`src/rtl/blkl_pkg.sv`:
```
package blkl_pkg;

  localparam logic [2:0] OPC_PROG     = 3'd0;
  localparam logic [2:0] OPC_ERASE    = 3'd1;
  localparam logic [2:0] OPC_SET_BLK  = 3'd2;
  localparam logic [2:0] OPC_SET_MSTR = 3'd3;
  localparam logic [2:0] OPC_CLR_ALL  = 3'd4;

  typedef struct packed {
    logic vld;
    logic grant;
    logic fail;
    logic err_lock;
    logic err_prog;
  } resp_t;

endpackage

```
`src/rtl/blkl_rst_sync.sv`:
```
module blkl_rst_sync #(
  parameter int STAGES = 2
) (
  input  logic clk,
  input  logic rst_n,
  output logic rst_q_n
);
  logic [STAGES-1:0] shf_q;
  logic [STAGES-1:0] shf_d;

  always_comb begin
    shf_d = {shf_q[STAGES-2:0], 1'b1};
  end

  always_ff @(posedge clk or negedge rst_n) begin
    if (!rst_n) shf_q <= '0;
    else        shf_q <= shf_d;
  end

  assign rst_q_n = shf_q[STAGES-1];
endmodule

```
`src/rtl/blkl_rules.sv`:
```
module blkl_rules
  import blkl_pkg::*;
#(
  parameter int NBLK = 64,
  parameter int IDXW = 6
) (
  input  logic            req_vld,
  input  logic [2:0]      req_op,
  input  logic [IDXW-1:0] req_blk,
  input  logic            hv_ovr,
  input  logic [NBLK-1:0] lock_q,
  input  logic            mstr_q,
  output resp_t           resp_d,
  output logic            set_blk_en,
  output logic            set_mstr_en,
  output logic            clr_all_en
);
  localparam logic [IDXW:0] NBLK_W = NBLK[IDXW:0];

  logic in_range;
  logic blk_locked;
  logic is_pe;
  logic is_lk;
  logic ok;

  always_comb begin
    in_range   = ({1'b0, req_blk} < NBLK_W);
    blk_locked = in_range && lock_q[req_blk];
    is_pe      = 1'b0;
    is_lk      = 1'b0;
    ok         = 1'b0;
    case (req_op)
      OPC_PROG, OPC_ERASE: begin
        is_pe = 1'b1;
        ok    = in_range && (!blk_locked || hv_ovr);
      end
      OPC_SET_BLK: begin
        is_lk = 1'b1;
        ok    = in_range && (!mstr_q || hv_ovr);
      end
      OPC_SET_MSTR: begin
        is_lk = 1'b1;
        ok    = hv_ovr;
      end
      OPC_CLR_ALL: begin
        is_lk = 1'b1;
        ok    = !mstr_q || hv_ovr;
      end
      default: begin
        ok = 1'b0;
      end
    endcase

    resp_d.vld      = req_vld;
    resp_d.grant    = req_vld && ok;
    resp_d.fail     = req_vld && !ok;
    resp_d.err_prog = req_vld && !ok && is_pe;
    resp_d.err_lock = req_vld && !ok && is_lk;

    set_blk_en  = req_vld && ok && (req_op == OPC_SET_BLK);
    set_mstr_en = req_vld && ok && (req_op == OPC_SET_MSTR);
    clr_all_en  = req_vld && ok && (req_op == OPC_CLR_ALL);
  end
endmodule

```
`src/rtl/blkl_store.sv`:
```
module blkl_store #(
  parameter int NBLK = 64,
  parameter int IDXW = 6
) (
  input  logic            clk,
  input  logic            rst_n,
  input  logic            set_blk_en,
  input  logic [IDXW-1:0] set_idx,
  input  logic            set_mstr_en,
  input  logic            clr_all_en,
  output logic [NBLK-1:0] lock_q,
  output logic            mstr_q
);
  logic mstr_d;
  logic mstr_ce;

  for (genvar gi = 0; gi < NBLK; gi++) begin : g_blk
    logic bit_d;
    logic bit_ce;

    always_comb begin
      bit_ce = clr_all_en || (set_blk_en && (set_idx == IDXW'(gi)));
      bit_d  = !clr_all_en;
    end

    always_ff @(posedge clk or negedge rst_n) begin
      if (!rst_n)      lock_q[gi] <= 1'b0;
      else if (bit_ce) lock_q[gi] <= bit_d;
    end
  end

  always_comb begin
    mstr_ce = set_mstr_en;
    mstr_d  = 1'b1;
  end

  always_ff @(posedge clk or negedge rst_n) begin
    if (!rst_n)       mstr_q <= 1'b0;
    else if (mstr_ce) mstr_q <= mstr_d;
  end
endmodule

```
`src/rtl/blkl_resp.sv`:
```
module blkl_resp
  import blkl_pkg::*;
(
  input  logic  clk,
  input  logic  rst_n,
  input  resp_t resp_d,
  output resp_t resp_q
);
  always_ff @(posedge clk or negedge rst_n) begin
    if (!rst_n) resp_q <= '0;
    else        resp_q <= resp_d;
  end
endmodule

```
`src/rtl/blkl_guard.sv`:
```
module blkl_guard
  import blkl_pkg::*;
#(
  parameter int NBLK = 64,
  localparam int IDXW = (NBLK > 1) ? $clog2(NBLK) : 1
) (
  input  logic            clk,
  input  logic            rst_n,
  input  logic            req_vld,
  input  logic [2:0]      req_op,
  input  logic [IDXW-1:0] req_blk,
  input  logic            hv_ovr,
  output logic            rsp_vld,
  output logic            rsp_grant,
  output logic            rsp_fail,
  output logic            err_lock,
  output logic            err_prog,
  output logic [NBLK-1:0] lock_vec,
  output logic            mstr_lock
);
  logic            rst_q_n;
  resp_t           resp_d;
  resp_t           resp_q;
  logic            set_blk_en;
  logic            set_mstr_en;
  logic            clr_all_en;
  logic [NBLK-1:0] lock_q;
  logic            mstr_q;

  blkl_rst_sync #(.STAGES(2)) u_rst (
    .clk     (clk),
    .rst_n   (rst_n),
    .rst_q_n (rst_q_n)
  );

  blkl_rules #(.NBLK(NBLK), .IDXW(IDXW)) u_rules (
    .req_vld     (req_vld),
    .req_op      (req_op),
    .req_blk     (req_blk),
    .hv_ovr      (hv_ovr),
    .lock_q      (lock_q),
    .mstr_q      (mstr_q),
    .resp_d      (resp_d),
    .set_blk_en  (set_blk_en),
    .set_mstr_en (set_mstr_en),
    .clr_all_en  (clr_all_en)
  );

  blkl_store #(.NBLK(NBLK), .IDXW(IDXW)) u_store (
    .clk         (clk),
    .rst_n       (rst_q_n),
    .set_blk_en  (set_blk_en),
    .set_idx     (req_blk),
    .set_mstr_en (set_mstr_en),
    .clr_all_en  (clr_all_en),
    .lock_q      (lock_q),
    .mstr_q      (mstr_q)
  );

  blkl_resp u_resp (
    .clk    (clk),
    .rst_n  (rst_q_n),
    .resp_d (resp_d),
    .resp_q (resp_q)
  );

  assign rsp_vld   = resp_q.vld;
  assign rsp_grant = resp_q.grant;
  assign rsp_fail  = resp_q.fail;
  assign err_lock  = resp_q.err_lock;
  assign err_prog  = resp_q.err_prog;
  assign lock_vec  = lock_q;
  assign mstr_lock = mstr_q;
endmodule

```
`config.mk`:
```
export PLATFORM = sky130hd
export DESIGN_NAME = blkl_guard
export DESIGN_NICKNAME = d
export VERILOG_FILES = /design/src/rtl/blkl_pkg.sv /design/src/rtl/blkl_rst_sync.sv /design/src/rtl/blkl_rules.sv /design/src/rtl/blkl_store.sv /design/src/rtl/blkl_resp.sv /design/src/rtl/blkl_guard.sv
export SDC_FILE = /design/constraint.sdc
export NUM_CORES = 1
export LEC_CHECK = 0
export BUFFER_PORTS_ARGS = -buffer_cell sky130_fd_sc_hd__buf_4
export CAP_MARGIN = 10
export CORE_MARGIN = 8
export CORE_UTILIZATION = 49
export DETAILED_ROUTE_END_ITERATION = 10
export PLACE_DENSITY = 0.76
export SLEW_MARGIN = 20
export SYNTH_ARGS = -nofsm -noshare
export SYNTH_HDL_FRONTEND = slang
export SYNTH_SLANG_ARGS = --single-unit
```
`constraint.sdc`:
```
create_clock -name clk -period 2 [get_ports clk]
set_input_delay 0.2 -clock clk [delete_from_list [all_inputs] [get_ports clk]]
set_output_delay 0.2 -clock clk [all_outputs]
set_load 0.01 [all_outputs]
```
==> results of run 1 <==
==> power by group through the flow <==
stage	clock (W)	combinational [W]	sequential, W
2_1_floorplan	0	0.000212	0.00157
3_3_place_gp	0	0.000406	0.00153
3_5_place_dp	0	0.000415	0.00153
4_1_cts	0.00122	0.000436	0.00151
5_1_grt	0.00128	0.000489	0.00151
6_report	0.00120	0.000455	0.00151
==> how the worst min path moves through the flow <==
| stage | startpoint | to | slack (ns) | cells past startpoint |
|---|---|---|---|---|
| 4_1_cts | req_op[2] | u_resp.resp_q[0] | 0.02 | 2 |
| 2_1_floorplan | rst_n | u_rst.shf_q[0] | -0.1 | 0 |
| 6_report | req_op[2] | u_resp.resp_q[0] | 0.04 | 2 |
| 3_3_place_gp | rst_n | u_rst.shf_q[0] | -0.02 | 1 |
| 5_1_grt | req_op[2] | u_resp.resp_q[0] | 0.05 | 2 |
| 3_5_place_dp | rst_n | u_rst.shf_q[0] | -0.02 | 1 |
==> per-stage QoR <==
stage	power, W	area, um^2	setup TNS (ns)
after floorplan	0.00178	3750	-6.70
after global placement	0.00194	4860	-27.73
after detailed placement	0.00195	4860	-28.09
after CTS	0.00317	5160	-17.50
after global routing	0.00328	5250	-23.91
final	0.00316	5250	-20.57
==> critical path, cell delays in order, from the launching register on <==
cell and delay (ns):
dfrtp_1 0.41, mux4_2 0.48, mux2i_2 0.23, o22ai_2 0.12
a211oi_2 0.26, o31ai_4 0.14, buf_12 0.20, a211oi_1 0.31
o21a_1 0.15
==> layer usage <==
| layer | part of all wire (%) | wire, um | vias to the layer above |
|---|---|---|---|
| met5 | 0 | 0 | - |
| met3 | 8.2 | 948 | 21 |
| li1 | - | - | 1535 |
| met2 | 50 | 5860 | 184 |
| met1 | 39 | 4550 | 1683 |
| met4 | 2.2 | 254 | 0 |
==> kinds of logic after synthesis <==
family | synth area share [%]
AOI/OAI and AO/OA | 21.9
other | 0.101
muxes | 10.8
and+or+nand+nor | 12.4
buffers and inverters | 6.48
DFF | 48.4
==> synthesized netlist by cell type (all sizes together), types with 2 or more instances <==
library cell,count,area [um^2]
buf,20,181
o31ai,2,28.8
o21ai,3,15.0
mux2,2,22.5
a211oi,34,260
nand2b,2,12.5
nor3b,2,15.0
dfrtp,72,1800
nor2b,9,56.3
dlygate4sd1,5,43.8
clkbuf,4,16.3
mux4,12,299
and2b,2,15.0
a21oi,35,186
nand2,19,73.8
o21a,32,240
a2111oi,2,17.5
nor2,55,206
nand3,5,25.0
mux2i,8,80.1
and3,3,18.8
==> layout make-up <==
class | instances | area [um^2]
fill | 540 | 2040
sequential | 72 | 1800
multi-input combinational | 240 | 1800
timing repair buffer | 164 | 1320
clock buffer | 10 | 138
tap | 99 | 124
clock inverter | 6 | 68.8
==> registers in the layout (all words and copies together), names as in the netlist <==
register / flops
u_resp.resp_q: 5
u_store.lock_q: 64
u_rst.shf_q: 2
u_store.mstr_q: 1
==> what timing repair did <==
item                                    CTS  global route
cloned                                    1             0
pin swaps                                 1             1
buffers inserted                          0             3
resized for setup                        16            14
endpoints found under the hold margin     3             0
hold buffers                              2             0
endpoints found under the setup margin   67            67
==> run_results.csv, run 1 <==
group,metric,value,unit
clock_network,cts.sinks,72,
critical_path,critPathCapture,"u_store.lock_q[20]",
synthesis,syn_inst,341,
clock_network,cts_tree,"yes",
finish,drive_gt1_share,44.7,%
timing,hold_viol,0,
placement,dp_hpwl,8230,um
die,die_area,0.0106,mm^2
synthesis,synth_warnings,0,
timing,finalSetupViolCount,67,
synthesis,syn_avg_cell_area,10.9,um^2
die,rows,31,
die,core_area,0.00729,mm^2
finish,layout.cells.non_filler,591,
pwr,leakagePower,2.54,nW
timing,whs,0.0361,ns
placement,place_ws,-0.474,ns
global_route,grt_use_met2,36.7,%
critical_path,cp.required,2.30,ns
synthesis,synth_cell_types,45,
synthesis,async_flop_share,100,%
clock_network,h-tree-depth,3,
pwr,power_density,602,mW/mm^2
routing,route.detailed.drc,0,
global_route,use_met1,27.3,%
global_route,grt-ovfl-total,0,
global_route,grt_antenna_before_repair,0,
timing,fin_ws,-0.374,ns
pwr,seqPwrFrac,47.6,%
finish,n_antenna_cell,0,
routing,dr.first_iter.drc_count,339,
finish,mostFrequentLayoutCell,"buf_4",
timing,slew_viol_final,0,
finish,final_cell_mix,"buf_4 (155), dfrtp_1 (71), nor2_1 (52), a21oi_1 (33), o21a_1 (32)",
routing,via_count,3423,
routing,drtPass1Iterations,5,
routing,wirelength,11600,um
clock_network,insertion_delay,0.36,ns
synthesis,synth-seq-cells,72,
die,start_util,51.1,%
finish,syn2layout_area_growth,41.0,%
run,drv_cap,0,
global_route,grt_pass1_wl,17900,um
critical_path,worstSetupEndpointType,"register",
timing,clock.fmax,0.421,GHz
pwr,p_clk_share,38.0,%
pwr,p_sw_share,27.3,%
clock_network,ctsRootBufferMaster,"clkbuf_8",
routing,vias_per_cell,5.79,
critical_path,startpoint_type,"register",
global_route,grt_busiest_layer,"met2",
synthesis,synth_ff_type,"dfrtp_1",
global_route,grt_pass1_vias,3523,
pwr,switching_power,0.000864,W
clock_network,clk_pin_slew,0.08,ns
timing,relSlewSlack,52.2,%
status,status,"finished with violations",
pwr,pwr-share-comb,14.4,%
timing,worst_pin_slew,0.713,ns
synthesis,syn_nets,354,
timing,finalCritPeriodShare,119,%
routing,ant_nets,0,
critical_path,crit_start,"u_store.lock_q[30]",
clock_network,cts_buffers,9,
timing,rsz0062_at_grt,"true",
die,fp.dieH,103,um
min_path,hp-class,"input pin to register",
pwr,power.internal,0.00230,W
global_route,grtUsageMet3,4.82,%
status,violations,"negative setup slack",
global_route,grt_max_degree,71,
global_route,gr-usage-all-layers,22.3,%
finish,utilization,72.0,%
placement,routabilityCongestion,0.914,
finish,final_nets,500,
synthesis,yosysSeqAreaShare,48.4,%
pwr,ir_worst_vdd,387,uV
critical_path,reg2reg_slack,-0.37,ns
critical_path,reg2reg_depth,8,
placement,dp.cells,569,
placement,io_buffers,82,
routing,wl_per_cell,19.6,um
critical_path,worst-path-max-fanout,32,
timing,period_needed,2.37,ns
critical_path,crit_arrival,2.67,ns
synthesis,synth_area,0.00372,mm^2
die,boundaryPins,83,
clock_network,clockBufferDepth,2,
synthesis,synth-edff-count,0,
critical_path,path_class,"register to register",
die,die_w,103,um
critical_path,worstReg2RegStart,"u_store.lock_q[30]",
critical_path,reg2reg_to,"u_store.lock_q[20]",
timing,finalClockSkew,0.00759,ns
(Power assumes the default switching activity.)
==> run 2, diff against run 1 <==
CORE_UTILIZATION = 48   (was 49)
PLACE_DENSITY = 0.75   (was 0.76)
SYNTH_HIERARCHICAL = 1   (was unset)
==> run_results.csv, run 2 <==
group,metric,value,unit
die,rows,31,
critical_path,startpoint_type,"register",
timing,slew_viol_final,0,
finish,final_nets,407,
timing,period_needed,1.99,ns
die,boundaryPins,83,
global_route,grt_pass1_wl,15200,um
placement,place_ws,-0.0329,ns
global_route,use_met1,26.2,%
critical_path,critPathCapture,"u_store/lock_q[13]",
timing,rsz0062_at_grt,"true",
synthesis,yosysSeqAreaShare,51.1,%
placement,io_buffers,82,
pwr,seqPwrFrac,44.0,%
clock_network,h-tree-depth,3,
pwr,leakagePower,2.17,nW
finish,largest_reg_flops,64,
placement,routabilityCongestion,0.818,
global_route,grt_max_degree,51,
synthesis,syn_inst,300,
critical_path,reg2reg_to,"u_store/lock_q[13]",
finish,n_antenna_cell,0,
routing,ant_nets,0,
synthesis,async_flop_share,100,%
pwr,p_clk_share,30.7,%
clock_network,clockBufferDepth,2,
global_route,grtUsageMet3,5.70,%
synthesis,synth_cell_types,42,
clock_network,cts.sinks,72,
min_path,hp-class,"input pin to register",
routing,wirelength,9780,um
die,fp.dieH,102,um
critical_path,worst-path-max-fanout,16,
die,start_util,49.2,%
synthesis,synth_area_leader_cell,"dfrtp_1",
global_route,grt_pass1_vias,2846,
placement,dp_hpwl,6910,um
pwr,power.internal,0.00306,W
pwr,pwr-share-comb,25.2,%
synthesis,yosys.area.top_type_share,51.1,%
finish,reg_top3,"u_store/lock_q (64), u_resp/resp_q (5), u_rst/shf_q (2)",
synthesis,ys_top_cells_by_area,"dfrtp_1 (51%), o22ai_1 (11%), mux4_1 (7.4%)",
routing,drtPass1Iterations,4,
critical_path,worstSetupEndpointType,"register",
critical_path,reg2reg_slack,0.01,ns
global_route,grt-ovfl-total,0,
synthesis,synth-seq-cells,72,
routing,dr.first_iter.drc_count,204,
critical_path,worstReg2RegStart,"u_store/mstr_q",
pwr,p_sw_share,28.8,%
timing,relSlewSlack,65.9,%
die,die_area,0.0103,mm^2
critical_path,crit_arrival,2.25,ns
finish,final_cell_mix,"buf_4 (102), dfrtp_1 (71), inv_1 (65), o22ai_1 (51), o22ai_2 (16)",
clock_network,insertion_delay,0.35,ns
critical_path,path_class,"register to register",
clock_network,clk_pin_slew,0.08,ns
clock_network,ctsRootBufferMaster,"clkbuf_8",
critical_path,cp.required,2.26,ns
routing,wl_per_cell,19.6,um
finish,multiInputGateArea,0.00142,mm^2
die,die_w,102,um
run,drv_cap,0,
synthesis,synth_common_cells,"dfrtp_1 (72), inv_1 (65), o22ai_1 (62), clkbuf_1 (11), mux4_1 (10)",
finish,final.fill_count,540,
timing,finalCritPeriodShare,99.5,%
timing,finalClockSkew,0.00583,ns
die,core_area,0.00718,mm^2
timing,fin_ws,0.0110,ns
pwr,power_density,919,mW/mm^2
finish,layout.area.seq,0.00180,mm^2
pwr,ir_worst_vdd,459,uV
pwr,switching_power,0.00124,W
synthesis,syn_nets,313,
critical_path,reg2reg_depth,7,
timing,hold_viol,0,
clock_network,cts_buffers,9,
finish,mostFrequentLayoutCell,"buf_4",
routing,vias_per_cell,5.67,
global_route,gr-usage-all-layers,19.2,%
finish,syn2layout_area_growth,32.4,%
synthesis,synth_warnings,6,
routing,via_count,2824,
critical_path,crit_start,"u_store/mstr_q",
synthesis,synth-edff-count,0,
synthesis,syn_avg_cell_area,11.8,um^2
timing,worst_pin_slew,0.512,ns
synthesis,synth_area,0.00353,mm^2
finish,drive_gt1_share,38.8,%
synthesis,yosysMostFrequentCell,"dfrtp_1",
global_route,grt_use_met2,28.4,%
timing,setup-tns-final,0,ns
finish,largest_register,"u_store/lock_q",
timing,finalSetupViolCount,0,
global_route,grt_antenna_before_repair,0,
clock_network,cts_tree,"yes",
synthesis,synth_ff_type,"dfrtp_1",
min_path,hp-start,"req_op[2]",
status,status,"finished, final reports clean",
global_route,grt_busiest_layer,"met2",
timing,clock.fmax,0.503,GHz
routing,route.detailed.drc,0,
[run 2: cell types whose count changed after synthesis, moves of 31 or more]
cell / change
inv_1: +65
a211oi_1: -31
nor2_1: -54
o22ai_1: +61
a21oi_1: -33
o21a_1: -32
[run 2: through the flow]
step | area [um^2] | total power, W | utilization, % | hold WS (ns) | cells
final | 4670 | 0.00429 | 65.1 | 0.0583 | 498
after global routing | 4670 | 0.00449 | 65.1 | 0.0591 | 498
after CTS | 4580 | 0.00429 | 63.8 | 0.0445 | 496
after detailed placement | 4310 | 0.00296 | 60.0 | -0.0151 | 476
after global placement | 4310 | 0.00293 | 60.0 | -0.0165 | 476
after floorplan | 3540 | 0.00240 | - | -0.0956 | 300
[run 2: critical path, cell delays in order, from the launching register on]
cell     delay [ns]
dfrtp_1        0.39
nor2b_1        0.13
o22a_1         0.16
o22ai_2        0.15
and4b_1        0.25
or4b_4         0.51
buf_12         0.18
o22ai_2        0.12
[run 2: power by group through the flow]
stage,Combinational [W],Clock (W),Sequential [W]
floorplan,0.000424,0,0.00197
global placement,0.00102,0,0.00191
detailed placement,0.00105,0,0.00191
CTS,0.00106,0.00134,0.00189
global route,0.00117,0.00140,0.00192
finish,0.00108,0.00132,0.00189
[run 2: worst min-delay path by stage]
stage / endpoint / slack (ns) / cells past startpoint
after global routing: u_resp/resp_q[0] / 0.06 / 2
after floorplan: u_rst/shf_q[0] / -0.1 / 0
final: u_resp/resp_q[0] / 0.06 / 2
after detailed placement: u_rst/shf_q[0] / -0.02 / 1
after CTS: u_resp/resp_q[0] / 0.04 / 2
after global placement: u_rst/shf_q[0] / -0.02 / 1
[run 2: area by class of cell]
type / instances / area share, %
clock buffer: 12 / 3.32
clock inverter: 4 / 1.63
inverter: 65 / 5.23
multi-input combinational: 139 / 30.4
sequential: 72 / 38.6
tap: 99 / 2.65
timing repair buffer: 107 / 18.1
[run 2: logic make-up (layout without fill, tap and decap cells)]
| logic type | count (synthesis) | after routing | share of synthesized area, % |
|---|---|---|---|
| other | 1 | 1 | 0.106 |
| AND/OR/NAND/NOR | 41 | 41 | 9.93 |
| AO/OA/AOI/OAI | 75 | 75 | 14.9 |
| multiplexers | 22 | 22 | 13.2 |
| flip-flops | 72 | 72 | 51.1 |
| buffers and inverters | 89 | 188 | 10.8 |
[run 2: per-layer routing]
| layer | routed length (um) | vias to the layer above |
|---|---|---|
| met1 | 4340 | 1413 |
| li1 | - | 1286 |
| met3 | 664 | 22 |
| met5 | 0 | - |
| met2 | 4570 | 103 |
| met4 | 204 | 0 |
[run 2: repair_timing]
item,CTS,global route
hold buffers,2,0
endpoints found under the setup margin,15,20
hold endpoints to repair,3,0
gates resized for setup,2,13
setup buffers,2,2
pin swaps,1,2
